File: config.mk
export PLATFORM = sky130hd
export DESIGN_NAME = lce_link_ctrl
export DESIGN_NICKNAME = d
export VERILOG_FILES = /design/src/rtl/lce_pkg.sv /design/src/rtl/lce_decode.sv /design/src/rtl/lce_txbuf.sv /design/src/rtl/lce_timer.sv /design/src/rtl/lce_link_ctrl.sv
export SDC_FILE = /design/constraint.sdc
export NUM_CORES = 1
export LEC_CHECK = 0
export ABC_AREA = 1
export BUFFER_PORTS_ARGS = -buffer_cell sky130_fd_sc_hd__buf_2
export CORE_ASPECT_RATIO = 1.1
export CORE_UTILIZATION = 63
export DETAILED_ROUTE_END_ITERATION = 16
export GPL_TIMING_DRIVEN = 0
export MAX_ROUTING_LAYER = met4
export PLACE_DENSITY = 0.85
export SLEW_MARGIN = 20
export SYNTH_ARGS = -nofsm -noshare
export SYNTH_HDL_FRONTEND = slang
export SYNTH_SLANG_ARGS = --single-unit
File: constraint.sdc
create_clock -name clk -period 6.8 [get_ports clk]
set_clock_uncertainty 0.15 [all_clocks]
set_input_delay 0.68 -clock clk [delete_from_list [all_inputs] [get_ports clk]]
set_output_delay 0.68 -clock clk [all_outputs]
set_load 0.02 [all_outputs]
File: src/rtl/lce_pkg.sv
package lce_pkg;

    localparam int SEQ_W = 3;
    localparam int SEQ_N = 1 << SEQ_W;

    typedef logic [SEQ_W-1:0] seq_t;

    typedef enum logic [1:0] {
        FMT_INFO = 2'b00,
        FMT_SUP  = 2'b01,
        FMT_BAD  = 2'b10,
        FMT_UNN  = 2'b11
    } fmt_e;

    typedef enum logic [1:0] {
        SUP_RR  = 2'b00,
        SUP_RNR = 2'b01,
        SUP_R2  = 2'b10,
        SUP_R3  = 2'b11
    } sup_e;

    typedef enum logic [2:0] {
        TX_NONE,
        TX_UA,
        TX_RIM,
        TX_FLOW,
        TX_INFO,
        TX_ACK
    } txsel_e;

    localparam logic [4:0] UTYPE_INIT = 5'b00001;
    localparam logic [4:0] UTYPE_ACK  = 5'b00110;

    typedef struct packed {
        fmt_e       fmt;
        seq_t       ns;
        seq_t       nr;
        sup_e       sup;
        logic [4:0] utype;
    } ctrl_t;

    function automatic logic [7:0] enc_info(seq_t ns, seq_t nr);
        return {nr, ns, 1'b0, 1'b0};
    endfunction

    function automatic logic [7:0] enc_sup(sup_e t, seq_t nr);
        return {nr, 1'b0, t, 2'b01};
    endfunction

    function automatic logic [7:0] enc_unn(logic [4:0] t);
        return {t, 1'b0, 2'b11};
    endfunction

    // forward distance from a to b, modulo the sequence space
    function automatic seq_t seq_dist(seq_t a, seq_t b);
        return b - a;
    endfunction

endpackage

File: src/rtl/lce_decode.sv
module lce_decode
    import lce_pkg::*;
(
    input  logic [7:0] ctrl_i,
    output ctrl_t      dec_o
);

    always_comb begin
        dec_o.nr    = ctrl_i[7:5];
        dec_o.ns    = ctrl_i[4:2];
        dec_o.sup   = sup_e'(ctrl_i[3:2]);
        dec_o.utype = ctrl_i[7:3];
        if (!ctrl_i[0]) begin
            dec_o.fmt = FMT_INFO;
        end else if (ctrl_i[1]) begin
            dec_o.fmt = FMT_UNN;
        end else begin
            dec_o.fmt = FMT_SUP;
        end
    end

endmodule

File: src/rtl/lce_txbuf.sv
module lce_txbuf
    import lce_pkg::*;
#(
    parameter int PAYLOAD_W = 16
) (
    input  logic                 clk,
    input  logic                 wr_en,
    input  seq_t                 wr_idx,
    input  logic [PAYLOAD_W-1:0] wr_data,
    input  seq_t                 rd_idx,
    output logic [PAYLOAD_W-1:0] rd_data
);

    logic [PAYLOAD_W-1:0] rd_vec [SEQ_N];

    for (genvar g = 0; g < SEQ_N; g++) begin : g_slot
        logic [PAYLOAD_W-1:0] q;
        always_ff @(posedge clk) begin
            if (wr_en && wr_idx == seq_t'(g)) begin
                q <= wr_data;
            end
        end
        assign rd_vec[g] = q;
    end

    assign rd_data = rd_vec[rd_idx];

endmodule

File: src/rtl/lce_timer.sv
module lce_timer #(
    parameter int TIMEOUT   = 1000,
    parameter int MAX_RETRY = 4
) (
    input  logic clk,
    input  logic rst,
    input  logic active,
    input  logic hold,
    input  logic clear,
    output logic expire,
    output logic give_up
);

    localparam int CNT_W = $clog2(TIMEOUT + 1);
    localparam int RTY_W = $clog2(MAX_RETRY + 1);

    logic [CNT_W-1:0] cnt;
    logic [RTY_W-1:0] tries;
    logic             at_end;

    assign at_end  = (cnt == CNT_W'(TIMEOUT - 1));
    assign expire  = active && !hold && !clear && at_end;
    assign give_up = expire && (tries == RTY_W'(MAX_RETRY));

    always_ff @(posedge clk) begin
        if (rst || clear) begin
            cnt   <= '0;
            tries <= '0;
        end else if (!active) begin
            cnt <= '0;
        end else if (!hold) begin
            if (at_end) begin
                cnt <= '0;
                if (tries != RTY_W'(MAX_RETRY)) begin
                    tries <= tries + 1'b1;
                end
            end else begin
                cnt <= cnt + 1'b1;
            end
        end
    end

endmodule

File: src/rtl/lce_link_ctrl.sv
module lce_link_ctrl
    import lce_pkg::*;
#(
    parameter int PAYLOAD_W = 16,
    parameter int TIMEOUT   = 1000,
    parameter int MAX_RETRY = 4
) (
    input  logic                 clk,
    input  logic                 rst,
    input  logic                 open_req,
    input  logic                 bufs_avail,
    input  logic                 up_tx_valid,
    output logic                 up_tx_ready,
    input  logic [PAYLOAD_W-1:0] up_tx_data,
    output logic                 up_rx_valid,
    output logic [PAYLOAD_W-1:0] up_rx_data,
    output logic                 dn_tx_valid,
    input  logic                 dn_tx_ready,
    output logic [7:0]           dn_tx_ctrl,
    output logic [PAYLOAD_W-1:0] dn_tx_payload,
    input  logic                 dn_rx_valid,
    input  logic [7:0]           dn_rx_ctrl,
    input  logic [PAYLOAD_W-1:0] dn_rx_payload,
    output logic                 link_up,
    output logic                 link_fail
);

    localparam seq_t WIN_MAX = seq_t'(SEQ_N - 1);

    // sequence state: oldest unacked, next to send, next free slot, next expected
    seq_t va, vs, vw, vr, vs_nx;
    logic peer_busy, local_busy, rnr_owed, ack_pend;
    logic ua_pend, rim_pend, awaiting_ua;

    ctrl_t  rxd;
    txsel_e sel;
    sup_e   s_type;
    logic [PAYLOAD_W-1:0] buf_rd;
    logic tmr_expire, tmr_give_up;

    logic rx_unn, rx_rim, rx_ua, opening, rx_live, rx_info, rx_sup;
    logic nr_ok, ack_adv, rx_in_seq, deliver;
    logic flow_owed, i_ready, up_accept, tx_fire, info_fire;

    lce_decode u_dec (
        .ctrl_i (dn_rx_ctrl),
        .dec_o  (rxd)
    );

    // ---------------- receive classification ----------------
    assign rx_unn    = dn_rx_valid && (rxd.fmt == FMT_UNN);
    assign rx_rim    = rx_unn && (rxd.utype == UTYPE_INIT);
    assign rx_ua     = rx_unn && (rxd.utype == UTYPE_ACK) && awaiting_ua;
    assign opening   = rx_rim || rx_ua;
    assign rx_live   = dn_rx_valid && link_up && !opening;
    assign rx_info   = rx_live && (rxd.fmt == FMT_INFO);
    assign rx_sup    = rx_live && (rxd.fmt == FMT_SUP) &&
                       (rxd.sup == SUP_RR || rxd.sup == SUP_RNR);
    assign nr_ok     = seq_dist(va, rxd.nr) <= seq_dist(va, vw);
    assign ack_adv   = (rx_info || rx_sup) && nr_ok && (rxd.nr != va);
    assign rx_in_seq = rx_info && (rxd.ns == vr);
    assign deliver   = rx_in_seq && bufs_avail;

    // ---------------- transmit selection ----------------
    assign flow_owed = rnr_owed || (local_busy && bufs_avail);
    assign i_ready   = link_up && !peer_busy && (vs != vw);
    assign s_type    = bufs_avail ? SUP_RR : SUP_RNR;

    always_comb begin
        if (ua_pend)                    sel = TX_UA;
        else if (rim_pend)              sel = TX_RIM;
        else if (link_up && flow_owed)  sel = TX_FLOW;
        else if (i_ready)               sel = TX_INFO;
        else if (link_up && ack_pend)   sel = TX_ACK;
        else                            sel = TX_NONE;
    end

    always_comb begin
        case (sel)
            TX_UA:           dn_tx_ctrl = enc_unn(UTYPE_ACK);
            TX_RIM:          dn_tx_ctrl = enc_unn(UTYPE_INIT);
            TX_FLOW, TX_ACK: dn_tx_ctrl = enc_sup(s_type, vr);
            TX_INFO:         dn_tx_ctrl = enc_info(vs, vr);
            default:         dn_tx_ctrl = 8'h00;
        endcase
    end

    assign dn_tx_valid   = (sel != TX_NONE);
    assign dn_tx_payload = (sel == TX_INFO) ? buf_rd : '0;
    assign tx_fire       = dn_tx_valid && dn_tx_ready;
    assign info_fire     = tx_fire && (sel == TX_INFO);

    assign up_tx_ready = link_up && !link_fail && (seq_dist(va, vw) != WIN_MAX);
    assign up_accept   = up_tx_valid && up_tx_ready;

    lce_txbuf #(.PAYLOAD_W(PAYLOAD_W)) u_buf (
        .clk     (clk),
        .wr_en   (up_accept),
        .wr_idx  (vw),
        .wr_data (up_tx_data),
        .rd_idx  (vs),
        .rd_data (buf_rd)
    );

    lce_timer #(.TIMEOUT(TIMEOUT), .MAX_RETRY(MAX_RETRY)) u_tmr (
        .clk     (clk),
        .rst     (rst),
        .active  (link_up && (va != vs)),
        .hold    (peer_busy),
        .clear   (ack_adv || opening),
        .expire  (tmr_expire),
        .give_up (tmr_give_up)
    );

    // next send pointer: advance on send, skip past acked, rewind on timeout
    always_comb begin
        vs_nx = vs;
        if (info_fire) begin
            vs_nx = vs + 1'b1;
        end
        if (ack_adv && (seq_dist(va, rxd.nr) > seq_dist(va, vs_nx))) begin
            vs_nx = rxd.nr;
        end
        if (tmr_expire) begin
            vs_nx = va;
        end
    end

    always_ff @(posedge clk) begin
        if (rst) begin
            va          <= '0;
            vs          <= '0;
            vw          <= '0;
            vr          <= '0;
            peer_busy   <= 1'b0;
            local_busy  <= 1'b0;
            rnr_owed    <= 1'b0;
            ack_pend    <= 1'b0;
            ua_pend     <= 1'b0;
            rim_pend    <= 1'b0;
            awaiting_ua <= 1'b0;
            link_up     <= 1'b0;
            link_fail   <= 1'b0;
            up_rx_valid <= 1'b0;
            up_rx_data  <= '0;
        end else begin
            vs <= vs_nx;
            if (ack_adv) begin
                va <= rxd.nr;
            end
            if (up_accept) begin
                vw <= vw + 1'b1;
            end

            up_rx_valid <= deliver;
            if (deliver) begin
                up_rx_data <= dn_rx_payload;
                vr         <= vr + 1'b1;
            end

            if (open_req && !link_up && !awaiting_ua) begin
                rim_pend <= 1'b1;
            end

            if (tx_fire) begin
                case (sel)
                    TX_UA:  ua_pend <= 1'b0;
                    TX_RIM: begin
                        rim_pend    <= 1'b0;
                        awaiting_ua <= 1'b1;
                    end
                    TX_FLOW, TX_ACK: begin
                        ack_pend   <= 1'b0;
                        rnr_owed   <= 1'b0;
                        local_busy <= !bufs_avail;
                    end
                    TX_INFO: ack_pend <= 1'b0;
                    default: ;
                endcase
            end

            if (rx_sup) begin
                peer_busy <= (rxd.sup == SUP_RNR);
            end
            if (rx_info) begin
                if (rx_in_seq && !bufs_avail) begin
                    rnr_owed <= 1'b1;
                end else begin
                    ack_pend <= 1'b1;
                end
            end

            if (tmr_give_up) begin
                link_fail <= 1'b1;
                link_up   <= 1'b0;
            end

            if (opening) begin
                va          <= '0;
                vs          <= '0;
                vw          <= '0;
                vr          <= '0;
                peer_busy   <= 1'b0;
                local_busy  <= 1'b0;
                rnr_owed    <= 1'b0;
                ack_pend    <= 1'b0;
                rim_pend    <= 1'b0;
                awaiting_ua <= 1'b0;
                link_up     <= 1'b1;
                link_fail   <= 1'b0;
                if (rx_rim) begin
                    ua_pend <= 1'b1;
                end
            end
        end
    end

endmodule

Word-level counts from Yosys, hierarchy flattened
Index checks and enable logic that the tools add are counted.

word-level totals
  register bits = 179
  input port bits = 47

operators by class
  muxes and demuxes = 34
  add/subtract/negate cells = 8
  magnitude comparators = 3
  bitwise gates (word level) = 3
  reduce and logical (&&, ||, !) cells = 65
  equal/unequal tests = 25

operators with widths
  cell                                                      count
  binary-select mux 16 bit (select 3 bit)                   1
  2-to-1 mux 16 bit                                         3
  logical AND 1 bit                                         40
  case mux 8 bit (4 select lines)                           1
  2-to-1 mux 3 bit                                          8
  == test 3 bit, second input constant                      7
  2-to-1 mux 1 bit                                          18
  adder 3 x 1 -> 3 bit, second input constant               4
  == test 3 x 2 -> 1 bit, second input constant             4
  adder 10 x 1 -> 10 bit, second input constant             1
  == test 10 bit, second input constant                     1
  2-to-1 mux 10 bit                                         1
  inequality test 3 bit                                     3
  subtractor 3 bit                                          3
  logical NOT 1 bit                                         7
  == test 3 x 1 -> 1 bit, second input constant             2
  logical OR 1 bit                                          6
  inequality test 3 bit, second input constant              2
  OR reduction 2 bit                                        3
  == test 5 x 1 -> 1 bit, second input constant             1
  == test 5 x 3 -> 1 bit, second input constant             1
  == test 2 x 1 -> 1 bit, second input constant             2
  greater-or-equal comparator 4 bit, second input constant  1
  logical NOT 2 bit                                         2
  13 further kinds                                          16

Depth between registers and ports, before layout
Gate-level depths: netlist of run 1.

  depth in word-level cells = 21
  gate-level depth with buffers = 24

By module
A second synthesis of run 1 with hierarchy kept.

second synthesis, totals
  cell total of the unflattened synthesis = 1,048
  area, all modules = 8,889.8 um^2

by module, submodules not included
  module         cells each  times used  area each (um^2)
  lce_txbuf      571         1           5,669.2
  lce_link_ctrl  352         1           2,357.3
  lce_timer      109         1           750.7
  lce_decode     16          1           112.6

Worst setup path after synthesis of run 1
Ideal clock, no wire load.

  kind = reg2reg
  start = reg link_up
  end = reg vs[0]
  required time = 6,541 ps
  setup slack = 3,353 ps
  data arrival time = 3,188 ps
  period minus slack after synthesis = 3,447 ps
  path buffers = 1
  cell stages (with the launch flop) = 23
  path through = dfxtp_1 > buf_2 > inv_1 > nor2_1 > nand2_1 > nor2_2 > nand3_1 > nand2_1 > inv_1 > ha_1 > fa_1 > xnor2_1 > xor2_1 > ha_1 > nand2_1 > nor2_1 > nor2_1 > a32oi_1 > nand3_1 > nand2_1 > nand3_1 > nand2_1 > inv_1

on the way
  longest elaborated chain between the ends = 15

RTL lines
  element                                                RTL line                                  RTL
  start, declared                                        lce_link_ctrl.sv:24                       output logic link_up,
  start signal, assigned                                 lce_link_ctrl.sv:142                      link_up <= 1'b0;
  start signal, assigned                                 lce_link_ctrl.sv:195                      link_up <= 1'b0;
  start signal, assigned                                 lce_link_ctrl.sv:209                      link_up <= 1'b1;
  logical AND 1 bit (on tied branches)                   lce_link_ctrl.sv:74, lce_link_ctrl.sv:66
  2-to-1 mux 3 bit or logical AND 1 bit (tied branches)  lce_link_ctrl.sv:74, lce_link_ctrl.sv:66
  2-to-1 mux 3 bit                                       lce_link_ctrl.sv:73                       else if (i_ready) sel = TX_INFO;
  2-to-1 mux 3 bit                                       lce_link_ctrl.sv:72                       else if (link_up && flow_owed) sel = TX_FLOW;
  2-to-1 mux 3 bit                                       lce_link_ctrl.sv:71                       else if (rim_pend) sel = TX_RIM;
  2-to-1 mux 3 bit                                       lce_link_ctrl.sv:70                       if (ua_pend) sel = TX_UA;
  nonzero test 3 bit                                     lce_link_ctrl.sv:88                       assign dn_tx_valid = (sel != TX_NONE);
  logical AND 1 bit                                      lce_link_ctrl.sv:90                       assign tx_fire = dn_tx_valid && dn_tx_ready;
  logical AND 1 bit                                      lce_link_ctrl.sv:91                       assign info_fire = tx_fire && (sel == TX_INFO);
  2-to-1 mux 3 bit                                       lce_link_ctrl.sv:118                      if (info_fire) begin
  subtractor 3 bit                                       lce_pkg.sv:56                             return b - a;
  > comparator 3 bit                                     lce_link_ctrl.sv:121                      if (ack_adv && (seq_dist(va, rxd.nr) > seq_dist(va, vs_nx))) begin
  logical AND 1 bit                                      lce_link_ctrl.sv:121
  2-to-1 mux 3 bit                                       lce_link_ctrl.sv:121
  2-to-1 mux 3 bit *                                     lce_link_ctrl.sv:124                      if (tmr_expire) begin
  end signal, assigned                                   lce_link_ctrl.sv:147                      vs <= vs_nx;
  end, declared                                          lce_link_ctrl.sv:31                       seq_t va, vs, vw, vr, vs_nx;

Every way passes the cells marked *; elsewhere a longest branch is shown, timed or not.
A chain may end at the register's enable or synchronous reset.

Worst setup path after layout of run 1
Same ends and word-level chain as after synthesis.

==> results by group, run 1 <==
Synthesis
  – Mapped Area: 8080 sq um
  – Synth Net Count: 862
  – #FFs+latches synth: 179
  – Post-Syn Instances: 791
  – Synthesized area per cell: 10.2 sq um
  – YS warnings: 0
  – Synth unique cells: 39
  – Sequential-to-total area share from yosys stat: 0.602

Min path
  – Hold WC Path Type: reg2reg

Finish
  – FILL cells: 834
  – Layout Nets: 983
  – P&R area growth vs syn: 17.3%
  – Final std cells w/o fill: 1083
  – Share of cells above drive strength 1: 0.192

Global routing
  – Largest net degree at the start of global routing: 17
  – Total track usage: 0.320
  – First-pass GRT wire length: 30.0 mm
  – Gr ovfl total: 0
  – Vias in the first global route: 6037
  – Initial antenna violation count: 1

Floorplanning
  – Die Ht: 121 um
  – Num rows: 43
  – Top Ports: 92
  – Total core area: 12500 sq um
  – Die Footprint: 13300 sq um
  – Die W: 110 um
  – Initial Util: 0.645

Worst setup path
  – CP arrival: 4.25 ns
  – Worst setup EP type: flip-flop
  – Critical Path RT: 6.98 ns
  – Crit-path max FO: 9
  – CP startpoint kind: flip-flop
  – WS Path Type: reg2reg

STA
  – Final setup fails: 0
  – Max Freq: 246 MHz
  – Hold slack final: 0.310 ns
  – Fin. Hold Viols: 0
  – Final setup margin: 2.73 ns
  – RSZ-0062 raised after global routing: false
  – Period Utilization, post-route: 0.598
  – Minimum clock period: 4.07 ns
  – Worst-Margin Slew: 0.936 ns
  – Worst slew margin: 0.373
  – Slew Limit Fails: 0
  – Setup TNS: 0 ns

Clock network
  – CTS resizes: 0
  – CTS root buffer: clkbuf_16
  – Htree depth: 4
  – Num Clock Sinks: 179
  – Clock latency on the worst-skew pair: 0.43 ns
  – CTS Hold Bufs: 0
  – CTS tree: built
  – Number of post-CTS setup repair buffers: 0
  – Clk slew on worst S/H paths: 0.06 ns
  – Total CTS buffers: 17
  – Bufs on Longest Clock Path: 2

Flow run
  – Max Cap Viol: 0

Drt
  – Final wirelength: 19.2 mm
  – Initial DRC count: 572
  – Residual DRC: 0
  – Drt first pass iters: 5
  – Number of routed nets with antenna violations: 0
  – Vias per inst: 5.84
  – Routed via count: 6325
  – Wire per inst: 17.7 um

Pwr
  – LEAKAGE: 3.71 nW
  – Power Dens Cells: 231 nW/um^2
  – Peak VDD IR: 171 uV
  – Total power: 0.00219 W

Place
  – I/O Buffers: 91
  – DP Wirelength: 13.1 mm
  – Dpl ws: 2.76 ns
  – Placed insts: 1050
  – GPL Wtd Cong: 0.842

Outcome
  – Outcome: finished, final reports clean
-- registers in the layout, summed over array words and instances, names as in the netlist, 3 cells and up --
| register | flops |
|---|---|
| u_buf.g_slot.q | 128 |
| va | 3 |
| up_rx_data | 16 |
| vw | 3 |
| u_tmr.cnt | 10 |
| vs | 3 |
| vr | 3 |
| u_tmr.tries | 3 |
-- worst max-delay path, stage by stage (launching register included) --
cell and delay, ns:
dfxtp_1 0.32, buf_2 0.22, inv_1 0.06, nor2_1 0.31, nand2_1 0.17, nor2_2 0.21
nand3_1 0.15, nand2_1 0.15, inv_1 0.05, ha_1 0.19, fa_1 0.41, xnor2_1 0.16
xor2_1 0.17, ha_1 0.32, nand2_1 0.07, nor2_1 0.08, nor2_1 0.05, a32oi_1 0.30
nand3_1 0.18, nand2_1 0.09, nand3_1 0.06, nand2_1 0.06, inv_1 0.03
-- cells in the mapped netlist (all sizes together) --
cell	count	area [sq um]
nand2	218	826
edfxtp	128	3840
a21oi	73	399
inv	57	216
nand3	56	325
dfxtp	51	1020
nor2	43	171
buf	28	154
ha	21	263
a211oi	16	120
a32o	16	160
nor3	14	70.1
nand4	13	81.3
xor2	12	105
o21ai	11	55.1
clkbuf	9	33.8
xnor2	9	78.8
fa	3	60.1
nand3b	3	22.5
clkinv	2	7.51
or2	2	12.5
a31oi	1	6.26
a32oi	1	8.76
nor3b	1	7.51
nor4	1	21.3
o21a	1	7.51
o22ai	1	6.26
-- worst paths after layout --
check	start	depth (start not counted)	to	slack [ns]
worst max-delay path	link_up$_SDFFE_PP0P_	22	vs[0]$_SDFF_PP0_	2.73
worst min-delay path	up_rx_data[7]$_SDFFE_PP0P_	2	up_rx_data[7]$_SDFFE_PP0P_	0.31
worst max register to register	link_up$_SDFFE_PP0P_	22	vs[0]$_SDFF_PP0_	2.73
worst min register to register	up_rx_data[7]$_SDFFE_PP0P_	2	up_rx_data[7]$_SDFFE_PP0P_	0.31
-- cell families after synthesis --
logic type,Yosys count,share of synthesized area
AO/OA/AOI/OAI,120,0.0944
buffers and inverters,96,0.0509
AND/OR/NAND/NOR,351,0.190
flip-flops,179,0.602
XOR/XNOR,21,0.0228
adder cells (fa/ha/maj),24,0.0399
-- through the flow --
step                       util  instance area, sq um
final                     0.756                  9480
after global routing      0.756                  9480
after CTS                 0.756                  9480
after detailed placement  0.709                  8880
after global placement    0.697                  8740
after floorplan               -                  8080
-- placed cells by master, fill, tap and decap left out, drive strengths merged, types with 16 or more instances in the layout --
cell and count:
clkbuf 34, nand2 218, nor2 43, inv 58, dfxtp 51, a21oi 73, a32o 16, edfxtp 128
a211oi 16, buf 130, ha 21, nand3 56
-- area by class of cell --
cell class,count,area [sq um],share of cell area
Buffer,37,188,0.0198
Inverter,59,224,0.0236
Timing Repair Buffer,102,568,0.0599
Antenna cell,1,2.50,0.000264
Tap cell,157,196,0.0207
Clock buffer,25,527,0.0556
Clock inverter,7,67.6,0.00713
Multi-Input combinational cell,516,2840,0.300
Sequential cell,179,4860,0.513
-- power by group --
part	switching (W)	total, W	internal [W]
clock	0.000389	0.000963	0.000574
combinational	0.0000406	0.0000610	0.0000204
sequential	0.000000828	0.00117	0.00117
-- routing by layer --
metal / part of all wire / track usage
met4: 0.032 / 0.153
met2: 0.51 / 0.519
met1: 0.37 / 0.382
met5: 0 / -
met3: 0.084 / 0.0642
No activity file was read; power rests on OpenSTA's default activity.
==> inputs of run 2 (changes only) <==
Settings changed: ABC_AREA 1 to 0, CORE_UTILIZATION 63 to 52, PLACE_DENSITY 0.85 to 0.75.
Clock period 6.8 ns to 3.7 ns, I/O delays scaled along.
==> run 2 against run 1 <==
Final area shrank 4.3%. Fmax up 13%. Critical endpoint unchanged. Die area increased by 15%. First-iteration DRC count decreased by 52%. Flip-flop and latch count is the same. Global-route usage shrank 9.5 points. Total power rose by 84%. Setup slack worse by 2.6 ns. Sequential share of layout area increased by 2.3 points. Critical path type unchanged. Synthesized cell count fell by 34%.
==> results by group, run 2 <==
Outcome
  – Outcome: finished, final reports clean (unchanged)

Worst setup path
  – CP arrival: 3.82 ns (was 4.25 ns)
  – Worst setup EP type: flip-flop (unchanged)
  – CP max stage cell: o32a_1 (was fa_1)
  – Crit-path max FO: 9 (unchanged)
  – Crit-path max cell delay: 0.43 ns (was 0.41 ns)
  – Worst r2r src: vs[1]$_SDFF_PP0_ (was link_up$_SDFFE_PP0P_)
  – CP startpoint kind: flip-flop (unchanged)
  – WS Path Type: reg2reg (unchanged)
  – Worst Reg-to-Reg Cells: 15 (was 22)
  – Flop-to-flop setup slack: 0.1 ns (was 2.73 ns)
  – CP Cell Sequence: buf_6 -> xnor2_1 -> a311o_1 -> nor2_4 -> xnor2_2 -> ha_2 -> fa_1 -> xnor2_1 -> xnor2_1 -> ha_1 -> nand2_1 -> o21ai_2 -> nand4b_1 -> o32a_1 -> nand2_1 (was buf_2 -> inv_1 -> nor2_1 -> nand2_1 -> nor2_2 -> nand3_1 -> nand2_1 -> inv_1 -> ha_1 -> fa_1 -> xnor2_1 -> xor2_1 -> ha_1 -> nand2_1 -> nor2_1 -> nor2_1 -> a32oi_1 -> nand3_1 -> nand2_1 -> nand3_1 -> nand2_1 -> inv_1)
  – Most used cell, CP: xnor2_1 (was nand2_1)
  – Reg-to-Reg End: vs[0]$_SDFF_PP0_ (unchanged)
  – Critical Path RT: 3.92 ns (was 6.98 ns)

Synthesis
  – Ys flop type: edfxtp_1 (unchanged)
  – Post-synth EDFFs: 128 (unchanged)
  – Synthesized area per cell: 14.7 sq um (was 10.2 sq um)
  – #FFs+latches synth: 179 (unchanged)
  – Sequential-to-total area share from yosys stat: 0.630 (was 0.602)
  – Post-synth top area share: 0.498 (was 0.475)
  – YS warnings: 0 (unchanged)
  – Async S/R FF share, synth: 0 (unchanged)
  – Largest cells by area after synthesis: edfxtp_1, dfxtp_1, mux4_2, mux2i_1, nor2_1 (was edfxtp_1, dfxtp_1, nand2_1, a21oi_1, ha_1)
  – Top-count cell post-synth: edfxtp_1 (was nand2_1)
  – Synth unique cells: 58 (was 39)
  – Post-Syn Instances: 526 (was 791)
  – Mapped Area: 7720 sq um (was 8080 sq um)
  – Most common library cells after synthesis: edfxtp_1, nor2_1, dfxtp_1 (was nand2_1, edfxtp_1, a21oi_1)
  – Synth Net Count: 597 (was 862)
  – Largest area contributor in the netlist: edfxtp_1 (unchanged)

Drt
  – Routed via count: 4668 (was 6325)
  – Number of routed nets with antenna violations: 0 (unchanged)
  – Initial DRC count: 275 (was 572)
  – Final wirelength: 15.9 mm (was 19.2 mm)
  – Drt first pass iters: 5 (unchanged)
  – Met1 WL: 6.91 mm (was 7.20 mm)
  – Wire per inst: 18.9 um (was 17.7 um)
  – Met3 WL: 873 um (was 1.62 mm)
  – DR top layer: met4 (unchanged)
  – Residual DRC: 0 (unchanged)
  – Vias per inst: 5.54 (was 5.84)
  – Routed wire length on met2: 7.81 mm (was 9.77 mm)

Place
  – I/O Buffers: 90 (was 91)
  – DP Wirelength: 10.4 mm (was 13.1 mm)
  – GPL Wtd Cong: 0.867 (was 0.842)
  – Dpl ws: -0.150 ns (was 2.76 ns)

Finish
  – Largest register FFs: 128 (unchanged)
  – Share of cells above drive strength 1: 0.295 (was 0.192)
  – Layout Nets: 708 (was 983)
  – Reg area: 4870 sq um (was 4860 sq um)
  – P&R area growth vs syn: 17.6% (was 17.3%)
  – Fin util: 0.628 (was 0.756)
  – Multi-input gate area: 2680 sq um (was 2840 sq um)
  – Reg with most FFs: u_buf.g_slot.q (unchanged)
  – Antenna diode count: 0 (was 1)
  – Biggest regs: u_buf.g_slot.q x128, up_rx_data x16, u_tmr.cnt x10 (unchanged)
  – Most frequent cells in the layout: edfxtp_1, buf_2, nor2_1 (was nand2_1, edfxtp_1, buf_2)
  – Commonest non-fill, non-tap cell in the layout: edfxtp_1 (was nand2_1)
  – FILL cells: 1071 (was 834)

Clock network
  – Clock latency on the worst-skew pair: 0.43 ns (about the same)
  – CTS tree: built (unchanged)
  – Num Clock Sinks: 179 (unchanged)
  – Total CTS buffers: 17 (unchanged)
  – CTS root buffer: clkbuf_16 (unchanged)
  – CTS Hold Bufs: 0 (unchanged)
  – Htree depth: 4 (unchanged)
  – Clk slew on worst S/H paths: 0.07 ns (was 0.06 ns)
  – Bufs on Longest Clock Path: 2 (unchanged)

Floorplanning
  – Top Ports: 92 (unchanged)
  – Die W: 118 um (was 110 um)
  – Num rows: 46 (was 43)
  – Initial Util: 0.534 (was 0.645)
  – Total core area: 14400 sq um (was 12500 sq um)
  – Die Footprint: 15300 sq um (was 13300 sq um)
  – Die Ht: 130 um (was 121 um)

Pwr
  – Power Dens Cells: 445 nW/um^2 (was 231 nW/um^2)
  – LEAKAGE: 3.47 nW (was 3.71 nW)
  – Peak VDD IR: 474 uV (was 171 uV)

STA
  – Minimum clock period: 3.60 ns (was 4.07 ns)
  – Max Freq: 278 MHz (was 246 MHz)
  – Fin. Hold Viols: 0 (unchanged)
  – Final setup margin: 0.0968 ns (was 2.73 ns)
  – Worst slew margin: 0.357 (was 0.373)
  – Worst-Margin Slew: 0.964 ns (was 0.936 ns)
  – Slew Limit Fails: 0 (unchanged)
  – Period Utilization, post-route: 0.974 (was 0.598)
  – Final setup fails: 0 (unchanged)

Min path
  – Hold EP: up_rx_data[2]$_SDFFE_PP0P_ (was up_rx_data[7]$_SDFFE_PP0P_)
  – Hold WC Path Type: in2reg (was reg2reg)
  – Hold Path Depth: 3 (was 2)
  – Hold_sp: dn_rx_payload[2] (was up_rx_data[7]$_SDFFE_PP0P_)

Global routing
  – First-pass GRT wire length: 24.5 mm (was 30.0 mm)
  – Vias in the first global route: 4724 (was 6037)
  – Largest net degree at the start of global routing: 17 (unchanged)
  – Total track usage: 0.226 (was 0.320)
  – Gr ovfl total: 0 (unchanged)
  – Initial antenna violation count: 0 (was 1)

Flow run
  – Max Cap Viol: 0 (unchanged)
-- run 2: cell families (layout without fill, tap and decap cells) --
group	count (synthesis)	count (layout)	share of synthesized area
compound gates	36	36	0.0339
flops	179	179	0.630
mux	70	70	0.143
fa+ha+maj	24	24	0.0418
simple gates	141	141	0.0893
buf+inv	45	169	0.0266
xor+xnor	31	31	0.0352
-- run 2: where the power goes --
group	leakage, nW	total (W)	internal (W)	switching (W)
registers	1.56	0.00215	0.00214	0.00000190
logic	1.60	0.0000966	0.0000359	0.0000607
clock network	0.304	0.00179	0.00105	0.000745
total	3.47	0.00404	0.00323	0.000808
-- run 2: worst max path at each step --
stage                           startpoint          endpoint
final                     vs[1]$_SDFF_PP0_  vs[0]$_SDFF_PP0_
after global routing      vs[1]$_SDFF_PP0_  vs[0]$_SDFF_PP0_
after CTS                 vs[0]$_SDFF_PP0_  vs[0]$_SDFF_PP0_
after detailed placement        bufs_avail  vs[1]$_SDFF_PP0_
after global placement          bufs_avail  vs[1]$_SDFF_PP0_
after floorplan                 bufs_avail  vs[1]$_SDFF_PP0_
-- run 2: repair_timing --
item,CTS,global route
pin swaps,1,6
endpoints found under the setup margin,3,99
buffers inserted,1,2
resized for setup,3,18
-- run 2: worst max-delay path: cells and delay by family (launching register included) --
| family | cells | cell delay (ns) |
|---|---|---|
| compound gates | 3 | 0.93 |
| fa+ha+maj | 3 | 0.89 |
| simple gates | 4 | 0.56 |
| xor+xnor | 4 | 0.54 |
| flops | 1 | 0.33 |
| buf+inv | 1 | 0.14 |
-- run 2: area by class of cell --
cell class,instances,area share
clock buffers,22,0.0558
plain buffers,24,0.0152
clock inverters,10,0.0105
multi-input cells,302,0.295
inverters,20,0.00827
well taps,192,0.0265
flip-flops and latches,179,0.537
repair buffers,93,0.0521
-- run 2: through the flow --
| stage | power (W) | hold WS (ns) | TNS, ns | instances | instance area [sq um] |
|---|---|---|---|---|---|
| 2_1_floorplan | 0.00223 | 0.306 | 0 | 526 | 7720 |
| 3_5_place_dp | 0.00228 | 0.330 | -0.410 | 808 | 8410 |
| 5_1_grt | 0.00415 | 0.0145 | -0.00843 | 842 | 9070 |
| 4_1_cts | 0.00405 | 0.0173 | 0 | 841 | 9030 |
| 3_3_place_gp | 0.00228 | 0.318 | -0.257 | 808 | 8410 |
| 6_report | 0.00404 | 0.0251 | 0 | 842 | 9070 |
-- run 2: layer usage --
metal | global-route usage | vias to the layer above
met3 | 0.0524 | 27
met2 | 0.370 | 161
li1 | - | 2172
met1 | 0.273 | 2308
met4 | 0.0920 | 0
met5 | - | -
==> inputs of run 3 (changes only) <==
--- a/config.mk
+++ b/config.mk
@@ -8,6 +8,6 @@
 export ABC_AREA = 0
-export BUFFER_PORTS_ARGS = -buffer_cell sky130_fd_sc_hd__buf_2
 export CORE_ASPECT_RATIO = 1.1
-export CORE_UTILIZATION = 52
+export CORE_UTILIZATION = 57
 export DETAILED_ROUTE_END_ITERATION = 16
+export DONT_BUFFER_PORTS = 1
 export GPL_TIMING_DRIVEN = 0
--- a/constraint.sdc
+++ b/constraint.sdc
@@ -4,2 +4,2 @@
 set_output_delay 0.37 -clock clk [all_outputs]
-set_load 0.02 [all_outputs]
+set_load 0.01 [all_outputs]
==> run 3 against run 2 <==
Sequential share of layout area rose by 0.97 points. First-iteration DRC count is 21% higher. Via count is 4.4% lower. Fmax up 0.21%. Cell count decreased by 10%.
==> results by group, run 3 (synthesis results as in run 2) <==
Outcome
  – Outcome: finished, final reports clean (unchanged)

Finish
  – Fin util: 0.674 (was 0.628)
  – Share of cells above drive strength 1: 0.161 (was 0.295)
  – Reg area: 4860 sq um (was 4870 sq um)
  – Reg with most FFs: u_buf.g_slot.q (unchanged)
  – Biggest regs: u_buf.g_slot.q x128, up_rx_data x16, u_tmr.cnt x10 (unchanged)
  – Finished Cell Area: 8910 sq um (was 9070 sq um)
  – Commonest non-fill, non-tap cell in the layout: edfxtp_1 (unchanged)
  – Layout Nets: 654 (was 708)
  – Multi-input gate area: 2670 sq um (was 2680 sq um)
  – Most frequent cells in the layout: edfxtp_1, nor2_1, dfxtp_1 (was edfxtp_1, buf_2, nor2_1)
  – Antenna diode count: 0 (unchanged)
  – FILL cells: 944 (was 1071)
  – P&R area growth vs syn: 15.4% (was 17.6%)
  – Largest register FFs: 128 (unchanged)

Global routing
  – Initial antenna violation count: 0 (unchanged)
  – Gr ovfl total: 0 (unchanged)
  – Vias in the first global route: 4633 (was 4724)
  – Total track usage: 0.244 (was 0.226)
  – First-pass GRT wire length: 23.7 mm (was 24.5 mm)
  – Largest net degree at the start of global routing: 18 (was 17)

Clock network
  – Htree depth: 4 (unchanged)
  – Bufs on Longest Clock Path: 2 (unchanged)
  – CTS root buffer: clkbuf_16 (unchanged)
  – Num Clock Sinks: 179 (unchanged)
  – Total CTS buffers: 17 (unchanged)
  – CTS tree: built (unchanged)
  – Clk slew on worst S/H paths: 0.07 ns (about the same)
  – Clock latency on the worst-skew pair: 0.42 ns (was 0.43 ns)

STA
  – Minimum clock period: 3.60 ns (about the same)
  – Fin. Hold Viols: 0 (unchanged)
  – Slew Limit Fails: 0 (unchanged)
  – Hold slack final: 0.0344 ns (was 0.0251 ns)
  – Max Freq: 278 MHz (about the same)
  – Final setup margin: 0.104 ns (was 0.0968 ns)
  – Final setup fails: 0 (unchanged)
  – Worst-Margin Slew: 0.952 ns (was 0.964 ns)
  – Period Utilization, post-route: 0.972 (was 0.974)
  – Worst slew margin: 0.366 (was 0.357)
  – RSZ-0062 raised after global routing: true

Pwr
  – Sw power: 0.000843 W (was 0.000808 W)
  – LEAKAGE: 3.16 nW (was 3.47 nW)
  – Comb pwr share: 0.024 (about the same)
  – Sw Ratio: 0.212 (was 0.200)
  – Total power: 0.00398 W (was 0.00404 W)
  – Pint: 0.00313 W (was 0.00323 W)
  – Power Dens Cells: 447 nW/um^2 (was 445 nW/um^2)
  – Sequential share of power: 0.540 (was 0.532)
  – Peak VDD IR: 463 uV (was 474 uV)
  – Clock Power Share: 0.437 (was 0.444)

Drt
  – Initial DRC count: 333 (was 275)
  – Residual DRC: 0 (unchanged)
  – Wire per inst: 20.5 um (was 18.9 um)
  – Final wirelength: 15.5 mm (was 15.9 mm)
  – Drt first pass iters: 4 (was 5)
  – Number of routed nets with antenna violations: 0 (unchanged)
  – Routed via count: 4462 (was 4668)
  – Vias per inst: 5.89 (was 5.54)

Worst setup path
  – CP Cell Sequence: buf_4 -> xnor2_1 -> a311o_1 -> nor2_4 -> xnor2_1 -> ha_1 -> fa_2 -> xnor2_1 -> xnor2_1 -> ha_1 -> nand2_1 -> o21ai_2 -> nand4b_1 -> o32a_1 -> nand2_1 (was buf_6 -> xnor2_1 -> a311o_1 -> nor2_4 -> xnor2_2 -> ha_2 -> fa_1 -> xnor2_1 -> xnor2_1 -> ha_1 -> nand2_1 -> o21ai_2 -> nand4b_1 -> o32a_1 -> nand2_1)
  – CP startpoint: vs[1]$_SDFF_PP0_ (unchanged)
  – CP max stage cell: a311o_1 (was o32a_1)
  – Critical Path RT: 3.92 ns (about the same)
  – Critical Path Sink: vs[1]$_SDFF_PP0_ (was vs[0]$_SDFF_PP0_)
  – Crit-path max FO: 9 (unchanged)
  – Flop-to-flop setup slack: 0.10 ns (was 0.1 ns)
  – Buf/Inv on CP: 1 (unchanged)
  – Reg-to-Reg End: vs[1]$_SDFF_PP0_ (was vs[0]$_SDFF_PP0_)
  – Crit-path max cell delay: 0.43 ns (about the same)
  – Worst setup EP type: flip-flop (unchanged)
  – CP arrival: 3.81 ns (was 3.82 ns)
  – Worst Reg-to-Reg Cells: 15 (unchanged)
  – Crit path depth: 15 (unchanged)
  – Worst r2r src: vs[1]$_SDFF_PP0_ (unchanged)
  – Most used cell, CP: xnor2_1 (unchanged)
  – CP startpoint kind: flip-flop (unchanged)
  – WS Path Type: reg2reg (unchanged)
  – CP top delay family: compound AO/OA/AOI/OAI gates (unchanged)

Place
  – GPL Wtd Cong: 0.858 (was 0.867)
  – Dpl ws: -0.136 ns (was -0.150 ns)
  – I/O Buffers: 0 (was 90)
  – DP Wirelength: 10.0 mm (was 10.4 mm)
  – Dpl cell area: 7920 sq um (was 8410 sq um)

Floorplanning
  – Die W: 113 um (was 118 um)
  – Die Ht: 124 um (was 130 um)
  – Total core area: 13200 sq um (was 14400 sq um)
  – Num rows: 44 (was 46)
  – Top Ports: 92 (unchanged)
  – Initial Util: 0.584 (was 0.534)
  – Die Footprint: 14000 sq um (was 15300 sq um)

Flow run
  – Max Cap Viol: 0 (unchanged)

Min path
  – Hold WC Path Type: in2reg (unchanged)
[run 3: cell count changes in the layout (fill, tap and decap cells not counted), sizes merged]
cell / previous run / this run
clkbuf: 33 / 29
clkinvlp: 0 / 1
inv: 24 / 27
buf: 106 / 15
dlygate4sd3: 0 / 37
[run 3: worst min path at each step]
| stage | cells after the start | end | start | slack (ns) |
|---|---|---|---|---|
| CTS | 3 | ua_pend$_SDFF_PP0_ | dn_rx_ctrl[4] | 0.02 |
| floorplan | 2 | rnr_owed$_SDFF_PP0_ | rnr_owed$_SDFF_PP0_ | 0.31 |
| global placement | 0 | u_buf.g_slot[6].q[8]$_DFFE_PP_ | up_tx_data[8] | 0.32 |
| finish | 2 | vs[1]$_SDFF_PP0_ | rst | 0.03 |
| detailed placement | 0 | u_buf.g_slot[1].q[12]$_DFFE_PP_ | up_tx_data[12] | 0.32 |
| global route | 2 | vs[1]$_SDFF_PP0_ | rst | 0.03 |
[run 3: layer usage]
metal	wire length (um)	global-route usage	vias to the layer above	share of wire
met5	0	-	-	0
met4	153	0.0913	0	0.0099
met3	813	0.0574	11	0.052
met2	8110	0.429	138	0.52
met1	6440	0.273	2247	0.42
li1	-	-	2066	-
[run 3: what timing repair did]
item	CTS	global route
setup buffers	0	2
pin swaps	1	7
endpoints found under the hold margin	149	0
gates resized for setup	2	12
endpoints found under the setup margin	3	99
hold buffers	37	0
[run 3: worst reg2reg max path, cell delays in order, from the launching register on]
cell and delay [ns]:
dfxtp_1 0.32, buf_4 0.18, xnor2_1 0.15, a311o_1 0.43, nor2_4 0.15, xnor2_1 0.11
ha_1 0.22, fa_2 0.33, xnor2_1 0.14, xnor2_1 0.16, ha_1 0.32, nand2_1 0.08
o21ai_2 0.11, nand4b_1 0.22, o32a_1 0.39, nand2_1 0.09
[run 3: final cells by class]
type                            instances  share of cell area
Sequential cell                       179               0.546
Multi-Input combinational cell        302               0.300
Clock buffer                           18              0.0482
Timing Repair Buffer                   39              0.0433
Tap cell                              161              0.0226
Clock inverter                         14              0.0163
Buffer                                 24              0.0149
Inverter                               20             0.00843
[run 3: power by group through the flow]
| stage | logic (W) | registers (W) | clock network [W] |
|---|---|---|---|
| after global routing | 0.000101 | 0.00215 | 0.00184 |
| after CTS | 0.0000918 | 0.00215 | 0.00176 |
| after detailed placement | 0.0000450 | 0.00219 | 0 |
| final | 0.0000935 | 0.00215 | 0.00174 |
| after global placement | 0.0000436 | 0.00219 | 0 |
| after floorplan | 0.0000350 | 0.00219 | 0 |
[run 3: through the flow]
step / setup TNS [ns] / instances
detailed placement: -0.366 / 687
CTS: 0 / 755
floorplan: 0 / 526
global placement: -0.204 / 687
finish: 0 / 757
global route: -0.0816 / 757
